## src/rtl/hslink_pkg.sv

```systemverilog
package hslink_pkg;
  typedef enum logic [1:0] {LS_INIT, LS_IDLE, LS_RECV, LS_SEND} link_state_e;
  typedef enum logic [1:0] {IS_TIP, IS_TOGGLE, IS_UNTIP, IS_IDLE} init_step_e;
endpackage

```

## src/rtl/hslink_sync.sv

```systemverilog
module hslink_sync #(
  parameter int STAGES = 2,
  parameter logic RST_VAL = 1'b1
) (
  input  logic clk,
  input  logic rst_n,
  input  logic d_async,
  output logic q
);
  logic [STAGES-1:0] pipe;

  always_ff @(posedge clk or negedge rst_n) begin
    if (!rst_n) pipe <= {STAGES{RST_VAL}};
    else        pipe <= {pipe[STAGES-2:0], d_async};
  end

  assign q = pipe[STAGES-1];
endmodule

```

## src/rtl/hslink_timer.sv

```systemverilog
module hslink_timer #(
  parameter int W = 8,
  parameter logic [W-1:0] RST_VAL = '0
) (
  input  logic         clk,
  input  logic         rst_n,
  input  logic         load,
  input  logic [W-1:0] load_val,
  input  logic         clear,
  output logic         busy
);
  logic [W-1:0] cnt;

  always_ff @(posedge clk or negedge rst_n) begin
    if (!rst_n)          cnt <= RST_VAL;
    else if (clear)      cnt <= '0;
    else if (load)       cnt <= load_val;
    else if (cnt != '0)  cnt <= cnt - W'(1);
  end

  assign busy = (cnt != '0);

  AST_TIMER_LOAD: assert property (@(posedge clk) disable iff (!rst_n)
    (load && !clear && load_val != '0) |=> busy);
endmodule

```

## src/rtl/hslink_ctrl.sv

```systemverilog
module hslink_ctrl
  import hslink_pkg::*;
#(
  parameter int INIT_SETTLE = 37500,
  parameter int TURN_SETTLE = 375000,
  parameter int RX_MAX      = 256,
  parameter int TX_MAX      = 256,
  parameter int SYNC_STAGES = 2,
  localparam int LW = $clog2(TX_MAX + 1),
  localparam int CW = $clog2(RX_MAX + 1)
) (
  input  logic          clk,
  input  logic          rst_n,
  input  logic          peer_req_n,
  output logic          tip_n,
  output logic          ack,
  output logic          sr_dir_out,
  output logic          sr_load,
  output logic [7:0]    sr_load_data,
  input  logic          sr_done,
  input  logic [7:0]    sr_rx_data,
  input  logic          tx_valid,
  output logic          tx_ready,
  input  logic [LW-1:0] tx_len,
  output logic [LW-1:0] tx_idx,
  input  logic [7:0]    tx_data,
  output logic          rx_data_valid,
  output logic [CW-1:0] rx_data_idx,
  output logic [7:0]    rx_data,
  output logic          rx_frame_valid,
  output logic [7:0]    rx_type,
  output logic [CW-1:0] rx_len,
  output logic          rx_overflow
);
  localparam int MAXD = (INIT_SETTLE > TURN_SETTLE) ? INIT_SETTLE : TURN_SETTLE;
  localparam int TW   = $clog2(MAXD + 1);
  localparam logic [TW-1:0] INIT_C = TW'(INIT_SETTLE);
  localparam logic [TW-1:0] TURN_C = TW'(TURN_SETTLE);
  localparam logic [CW-1:0] RXMAX_C = CW'(RX_MAX);

  function automatic logic tx_finished(input logic [LW-1:0] sent_n, input logic [LW-1:0] len);
    return sent_n >= len;
  endfunction

  function automatic logic [CW-1:0] frame_len(input logic [CW-1:0] cnt);
    return cnt - CW'(1);
  endfunction

  function automatic logic buffer_full(input logic [CW-1:0] cnt);
    return cnt >= RXMAX_C;
  endfunction

  link_state_e  state_q;
  init_step_e   step_q;
  logic         pend_q;
  logic [LW-1:0] len_q, sent_q;
  logic [CW-1:0] rx_cnt;
  logic [7:0]   rx_type_q;

  logic req_sync, req_act;
  logic tmr_load, tmr_clear, tmr_busy;
  logic [TW-1:0] tmr_val;

  hslink_sync #(.STAGES(SYNC_STAGES), .RST_VAL(1'b1)) u_sync (
    .clk(clk), .rst_n(rst_n), .d_async(peer_req_n), .q(req_sync));

  assign req_act = !req_sync;

  // named internal events
  logic ev_accept, ev_init_step, ev_rx_start, ev_abort, ev_false;
  logic ev_tx_start, ev_tx_byte, ev_tx_last, ev_rx_byte, ev_rx_end, rx_full;
  logic [LW-1:0] sent_n;
  logic [CW-1:0] rx_cnt_n;

  assign tx_ready     = (state_q != LS_INIT) && !pend_q;
  assign ev_accept    = tx_valid && tx_ready;
  assign ev_init_step = (state_q == LS_INIT) && !tmr_busy;
  assign ev_rx_start  = sr_done && req_act && (state_q == LS_IDLE || state_q == LS_SEND);
  assign ev_abort     = ev_rx_start && (state_q == LS_SEND);
  assign ev_false     = sr_done && !req_act && (state_q == LS_IDLE);
  assign ev_tx_start  = (state_q == LS_IDLE) && !sr_done && pend_q && !tmr_busy && !req_act;
  assign ev_tx_byte   = (state_q == LS_SEND) && sr_done && !req_act;
  assign sent_n       = sent_q + LW'(1);
  assign ev_tx_last   = ev_tx_byte && tx_finished(sent_n, len_q);
  assign ev_rx_byte   = (state_q == LS_RECV) && sr_done;
  assign rx_cnt_n     = rx_cnt + CW'(1);
  assign rx_full      = buffer_full(rx_cnt_n);
  assign ev_rx_end    = ev_rx_byte && (!req_act || rx_full);

  assign tmr_load  = (ev_init_step && step_q != IS_IDLE) || (pend_q && (ev_false || ev_rx_end));
  assign tmr_val   = ev_rx_end ? TURN_C : INIT_C;
  assign tmr_clear = (state_q == LS_IDLE) && tmr_busy && req_act && !sr_done;

  hslink_timer #(.W(TW), .RST_VAL(INIT_C)) u_timer (
    .clk(clk), .rst_n(rst_n), .load(tmr_load), .load_val(tmr_val),
    .clear(tmr_clear), .busy(tmr_busy));

  assign sr_load_data = tx_data;
  assign rx_type      = rx_type_q;

  always_ff @(posedge clk or negedge rst_n) begin
    if (!rst_n) begin
      state_q <= LS_INIT;     step_q <= IS_TIP;
      tip_n <= 1'b1;          ack <= 1'b1;
      sr_dir_out <= 1'b0;     sr_load <= 1'b0;
      tx_idx <= '0;           sent_q <= '0;
      len_q <= '0;            pend_q <= 1'b0;
      rx_cnt <= '0;           rx_type_q <= '0;
      rx_data_valid <= 1'b0;  rx_data_idx <= '0;
      rx_data <= '0;          rx_frame_valid <= 1'b0;
      rx_len <= '0;           rx_overflow <= 1'b0;
    end else begin
      sr_load        <= 1'b0;
      rx_data_valid  <= 1'b0;
      rx_frame_valid <= 1'b0;
      if (ev_accept) begin
        pend_q <= 1'b1;
        len_q  <= tx_len;
      end
      if (ev_rx_start) begin
        rx_type_q  <= sr_rx_data;
        rx_cnt     <= CW'(1);
        tip_n      <= 1'b0;
        ack        <= 1'b1;
        sr_dir_out <= 1'b0;
        sent_q     <= '0;
        state_q    <= LS_RECV;
      end else begin
        unique case (state_q)
          LS_INIT: if (ev_init_step) begin
            unique case (step_q)
              IS_TIP:    begin tip_n <= 1'b0; step_q <= IS_TOGGLE; end
              IS_TOGGLE: begin ack <= ~ack;   step_q <= IS_UNTIP;  end
              IS_UNTIP:  begin tip_n <= 1'b1; step_q <= IS_IDLE;   end
              IS_IDLE:   begin tip_n <= 1'b1; ack <= 1'b1; state_q <= LS_IDLE; end
            endcase
          end
          LS_IDLE: if (ev_tx_start) begin
            sr_dir_out <= 1'b1;
            sr_load    <= 1'b1;
            tx_idx     <= '0;
            sent_q     <= '0;
            ack        <= 1'b1;
            tip_n      <= 1'b0;
            state_q    <= LS_SEND;
          end
          LS_SEND: if (ev_tx_byte) begin
            if (ev_tx_last) begin
              sr_dir_out <= 1'b0;
              tip_n      <= 1'b1;
              ack        <= 1'b1;
              pend_q     <= 1'b0;
              state_q    <= LS_IDLE;
            end else begin
              sr_load <= 1'b1;
              tx_idx  <= sent_n;
              sent_q  <= sent_n;
              ack     <= ~ack;
            end
          end
          LS_RECV: if (ev_rx_byte) begin
            rx_data_valid <= 1'b1;
            rx_data       <= sr_rx_data;
            rx_data_idx   <= rx_cnt - CW'(1);
            rx_cnt        <= rx_cnt_n;
            if (ev_rx_end) begin
              tip_n          <= 1'b1;
              ack            <= 1'b1;
              rx_frame_valid <= 1'b1;
              rx_len         <= frame_len(rx_cnt_n);
              rx_overflow    <= req_act && rx_full;
              state_q        <= LS_IDLE;
            end else begin
              ack <= ~ack;
            end
          end
          default: state_q <= LS_IDLE;
        endcase
      end
    end
  end

  AST_INIT_QUIET: assert property (@(posedge clk) disable iff (!rst_n)
    (state_q == LS_INIT) |-> (!rx_frame_valid && !sr_load && !rx_data_valid));
  AST_IDLE_LINES: assert property (@(posedge clk) disable iff (!rst_n)
    (state_q == LS_IDLE) |-> (tip_n && ack));
  AST_START_QUIET: assert property (@(posedge clk) disable iff (!rst_n)
    $rose(sr_dir_out) |-> !$past(req_act));
  AST_SEND_LINES: assert property (@(posedge clk) disable iff (!rst_n)
    (state_q == LS_SEND) |-> (sr_dir_out && !tip_n));
  AST_ABORT_RECV: assert property (@(posedge clk) disable iff (!rst_n)
    ev_abort |=> (state_q == LS_RECV && !sr_dir_out && !tx_ready));
  AST_RECV_LINES: assert property (@(posedge clk) disable iff (!rst_n)
    (state_q == LS_RECV) |-> (!tip_n && !sr_dir_out));
  AST_FRAME_IDLE: assert property (@(posedge clk) disable iff (!rst_n)
    rx_frame_valid |-> (state_q == LS_IDLE && tip_n));
  AST_NO_OVERFLOW: assert property (@(posedge clk) disable iff (!rst_n)
    rx_cnt <= RXMAX_C);
  AST_TX_LEN_NONZERO: assert property (@(posedge clk) disable iff (!rst_n)
    ev_accept |-> (tx_len != '0));
endmodule

```

## config.mk

```make
export PLATFORM = sky130hd
export DESIGN_NAME = hslink_ctrl
export DESIGN_NICKNAME = d
export VERILOG_FILES = /design/src/rtl/hslink_pkg.sv /design/src/rtl/hslink_sync.sv /design/src/rtl/hslink_timer.sv /design/src/rtl/hslink_ctrl.sv
export SDC_FILE = /design/constraint.sdc
export NUM_CORES = 1
export LEC_CHECK = 0
export BUFFER_PORTS_ARGS = -buffer_cell sky130_fd_sc_hd__buf_2
export CORE_MARGIN = 2
export CORE_UTILIZATION = 30
export CTS_BUF_LIST = sky130_fd_sc_hd__clkbuf_4 sky130_fd_sc_hd__clkbuf_8 sky130_fd_sc_hd__clkbuf_16
export DETAILED_ROUTE_END_ITERATION = 16
export GPL_TIMING_DRIVEN = 0
export PLACE_DENSITY_LB_ADDON = 0.12
export SETUP_SLACK_MARGIN = 0.1
export SLEW_MARGIN = 20
export SYNTH_ARGS = -nofsm -noshare
export SYNTH_HDL_FRONTEND = slang
export SYNTH_SLANG_ARGS = --single-unit
```

## constraint.sdc

```tcl
create_clock -name clk -period 2.9 [get_ports clk]
set_input_delay 0 -clock clk [delete_from_list [all_inputs] [get_ports clk]]
set_output_delay 0 -clock clk [all_outputs]
set_load 0.1 [all_outputs]
```

==> metrics.txt <==
status complete, no violations; largest net degree at the start of global routing 70; Gate Count Post-Synth 545; layout cells sized above 1 26.4%; Final Cycle Share 93.3%; fill count 1731; Setup crit end tip_n; CTS sink cnt 103; Detailed Route Iter0 Violations 164; input/output buffers 79; Final Core Density 38.5%; Total Wirelength 13000 um; Slew @ Worst Pin 0.878 ns; sequential share of power 30.9%; Crit path arrival time 2.99 ns; CP Max Fanout 3; post-DP HPWL 9180 um; Clock Latency Late Sink 0.36 ns; number of enable flip-flop cells after synthesis 0; r2r endpoint tip_n; total number of vias 4233; CTS Buffer Depth 2; P per Cell Area 1120 nW/um^2; fmax 370 MHz; Vias per Instance 4.71; clk_skew 0.00857 ns; Sw Ratio 52.4%; Worst-path clk slew 0.07 ns; CP Class flip-flop to flip-flop; n_diodes 0; worst min path class input port to async pin; R2R depth 12; area of placed instances 5990 um^2; Slew headroom 41.3%; Root Buffer Master clkbuf_16; Nets 716; RSZ-0062 raised after global routing false; maxcap violations 0; initial antenna violation count 0; NetSw 0.00390 W; ys async rst share 100%; P&R area growth vs syn 25.6%; Placer Congestion 0.814; Critical path origin sent_q[3]; Die H 137 um; Die ar. 18700 um^2; Leak 3.29 nW; syn_area_per_cell 9.69 um^2; CTS tree done; CP Capture Type flip-flop; Yosys warning count 0; CTS Buf Count 9; CP startpoint kind flip-flop; Comb pwr share 52.6%; Internal Pwr Total 0.00355 W; fin cells 898; WP data required 3.19 ns; IO Pins 89; Seq cells post-synth 103; die span in x 137 um; global-route wire length before repair 21200 um; core footprint 17200 um^2; CTS H-tree lvls 3; grt ovf 0; Netlist cell types 55; Residual DRC 0; sequential cell area fraction in the yosys report 49.1%; minimum clock period 2.71 ns; Final Hold Fails 0; Pre-antenna DRT Iters 4; Initial Util 30.6%; Rows 48; placed cells 850; worst ir drop on vdd 0.000902 V; DR WL/cell 14.5 um; design area 6630 um^2; R2R Setup Slk 0.19 ns; vias in the first global route 4181; Clock Power Share 16.5%; Slew Limit Fails 0; Setup Viol. Count Final 0; Post-Syn Nets 593; Post-synth top flop dfrtp_1; antenna-violating nets left 0; GRT Overall Usage 14.5%; Cell Area, Synth 5280 um^2; r2r startpoint sent_q[3]
-- cells in the mapped netlist (2+ instances only) --
| library cell | instances | area share (%) |
|---|---|---|
| nor4_1 | 3 | 0.36 |
| dfstp_2 | 12 | 6.0 |
| and2_1 | 2 | 0.24 |
| nor2_1 | 30 | 2.1 |
| or3_4 | 2 | 0.43 |
| nand4_1 | 8 | 0.95 |
| nand2_1 | 94 | 6.7 |
| nor3_1 | 13 | 1.2 |
| or2_2 | 4 | 0.47 |
| or4_4 | 2 | 0.43 |
| buf_2 | 6 | 0.57 |
| or4_1 | 3 | 0.43 |
| mux2_2 | 12 | 2.6 |
| a21o_1 | 19 | 2.7 |
| a21oi_1 | 22 | 2.1 |
| o211ai_1 | 4 | 0.57 |
| and3_1 | 5 | 0.59 |
| xnor2_1 | 31 | 5.1 |
| ha_1 | 18 | 4.3 |
| a31oi_1 | 3 | 0.36 |
| o31ai_1 | 4 | 0.57 |
| buf_1 | 2 | 0.14 |
| buf_4 | 8 | 1.1 |
| o21ai_0 | 33 | 3.1 |
| clkbuf_1 | 15 | 1.1 |
| o41ai_1 | 2 | 0.33 |
| a21boi_0 | 2 | 0.28 |
| xor2_1 | 13 | 2.2 |
| nor3b_1 | 2 | 0.28 |
| o21ai_1 | 2 | 0.19 |
| inv_1 | 23 | 1.6 |
| nand2b_1 | 3 | 0.36 |
| dfrtp_1 | 91 | 43 |
| mux2_4 | 2 | 0.57 |
| nand4b_1 | 2 | 0.33 |
| or3_1 | 7 | 0.83 |
| nand3_1 | 16 | 1.5 |
| nor2b_1 | 8 | 0.95 |
-- area by class of cell --
type / count / area, um^2 / share of cell area, %
plain buffers: 32 / 166 / 2.51
clock buffers: 10 / 239 / 3.60
clock inverters: 6 / 57.6 / 0.868
inverters: 23 / 86.3 / 1.30
multi-input cells: 387 / 2490 / 37.6
flip-flops and latches: 103 / 2590 / 39.1
well taps: 225 / 282 / 4.24
repair buffers: 112 / 717 / 10.8
-- repair_timing --
action	in CTS	in global routing
gates resized for setup	6	8
hold buffers	19	0
setup buffers	7	6
pin swaps	1	9
endpoints found under the setup margin	27	41
gates cloned	0	0
hold endpoints to repair	123	0
-- state kept, by name, indices dropped and copies added (netlist names), 2 cells and up --
name and count:
len_q 9, tx_idx 9, rx_len 9, rx_data 8
rx_cnt 9, rx_data_idx 9, u_timer.cnt 19, rx_type 8
state_q 2, step_q 2, sent_q 9, u_sync.pipe 2
-- power groups by stage --
stage	logic, W	clock network [W]	registers, W
detailed placement	0.00385	0	0.00233
global placement	0.00383	0	0.00231
floorplan	0.00144	0	0.00400
global route	0.00421	0.00133	0.00236
CTS	0.00392	0.00127	0.00230
finish	0.00391	0.00123	0.00230
-- per-stage QoR --
step | hold slack (ns) | total power [W] | setup TNS, ns | worst slack, ns
after CTS | 0.110 | 0.00749 | 0 | 0.110
final | 0.0977 | 0.00744 | 0 | 0.194
after floorplan | -0.296 | 0.00544 | 0 | 0.220
after detailed placement | -0.0791 | 0.00618 | -4.92 | -0.319
after global placement | 0.111 | 0.00614 | -4.80 | -0.314
after global routing | 0.133 | 0.00790 | 0 | 0.0403
-- worst min path at each step --
stage | from | slack [ns] | to | depth (start not counted)
after global placement | peer_req_n | 0.11 | u_sync.pipe[0] | 1
final | rst_n | 0.1 | sent_q[5] | 2
after CTS | rst_n | 0.11 | tx_idx[5] | 2
after detailed placement | rst_n | -0.08 | sent_q[5] | 1
after global routing | rst_n | 0.13 | sent_q[5] | 2
after floorplan | rst_n | -0.30 | len_q[0] | 0
-- worst max-delay path, stage by stage, from the launching register on --
cell and delay [ns]:
dfrtp_1 0.38, nand3_2 0.12, nor2_4 0.14, nand4_1 0.16, xnor2_2 0.19, ha_1 0.30, nand4_1 0.12, or2_2 0.33
o211ai_1 0.12, buf_4 0.16, o221a_4 0.20, o211ai_2 0.10, mux2_4 0.32
-- metal layers --
layer | track usage [%] | wire length, um | vias to the layer above
li1 | - | - | 2093
met1 | 19.5 | 6180 | 2030
met4 | 5.79 | 252 | 0
met3 | 3.33 | 572 | 21
met2 | 22.6 | 6030 | 89
met5 | 0 | 0 | -
-- logic make-up (layout without fill, tap and decap cells) --
| logic type | Yosys count | after routing | share of synthesized area, % |
|---|---|---|---|
| AO/OA/AOI/OAI | 101 | 101 | 12.0 |
| XOR/XNOR | 44 | 44 | 7.30 |
| adder cells (fa/ha/maj) | 18 | 18 | 4.26 |
| buffers and inverters | 55 | 183 | 4.76 |
| flip-flops | 103 | 103 | 49.1 |
| multiplexers | 15 | 15 | 3.34 |
| AND/OR/NAND/NOR | 209 | 209 | 19.3 |
-- layout by cell type, fill, tap and decap left out, drive strengths merged, types with 12 or more instances in the layout --
master and instances:
inv 28, a21o 19, o21ai 35, nor2 30, mux2 15, nand2 94
a21oi 22, dlygate4sd3 19, xor2 13, xnor2 31, ha 18, clkbuf 25
nand3 17, nor3 15, buf 110, dfrtp 91, dfstp 12
No activity file was read; power rests on OpenSTA's default activity.
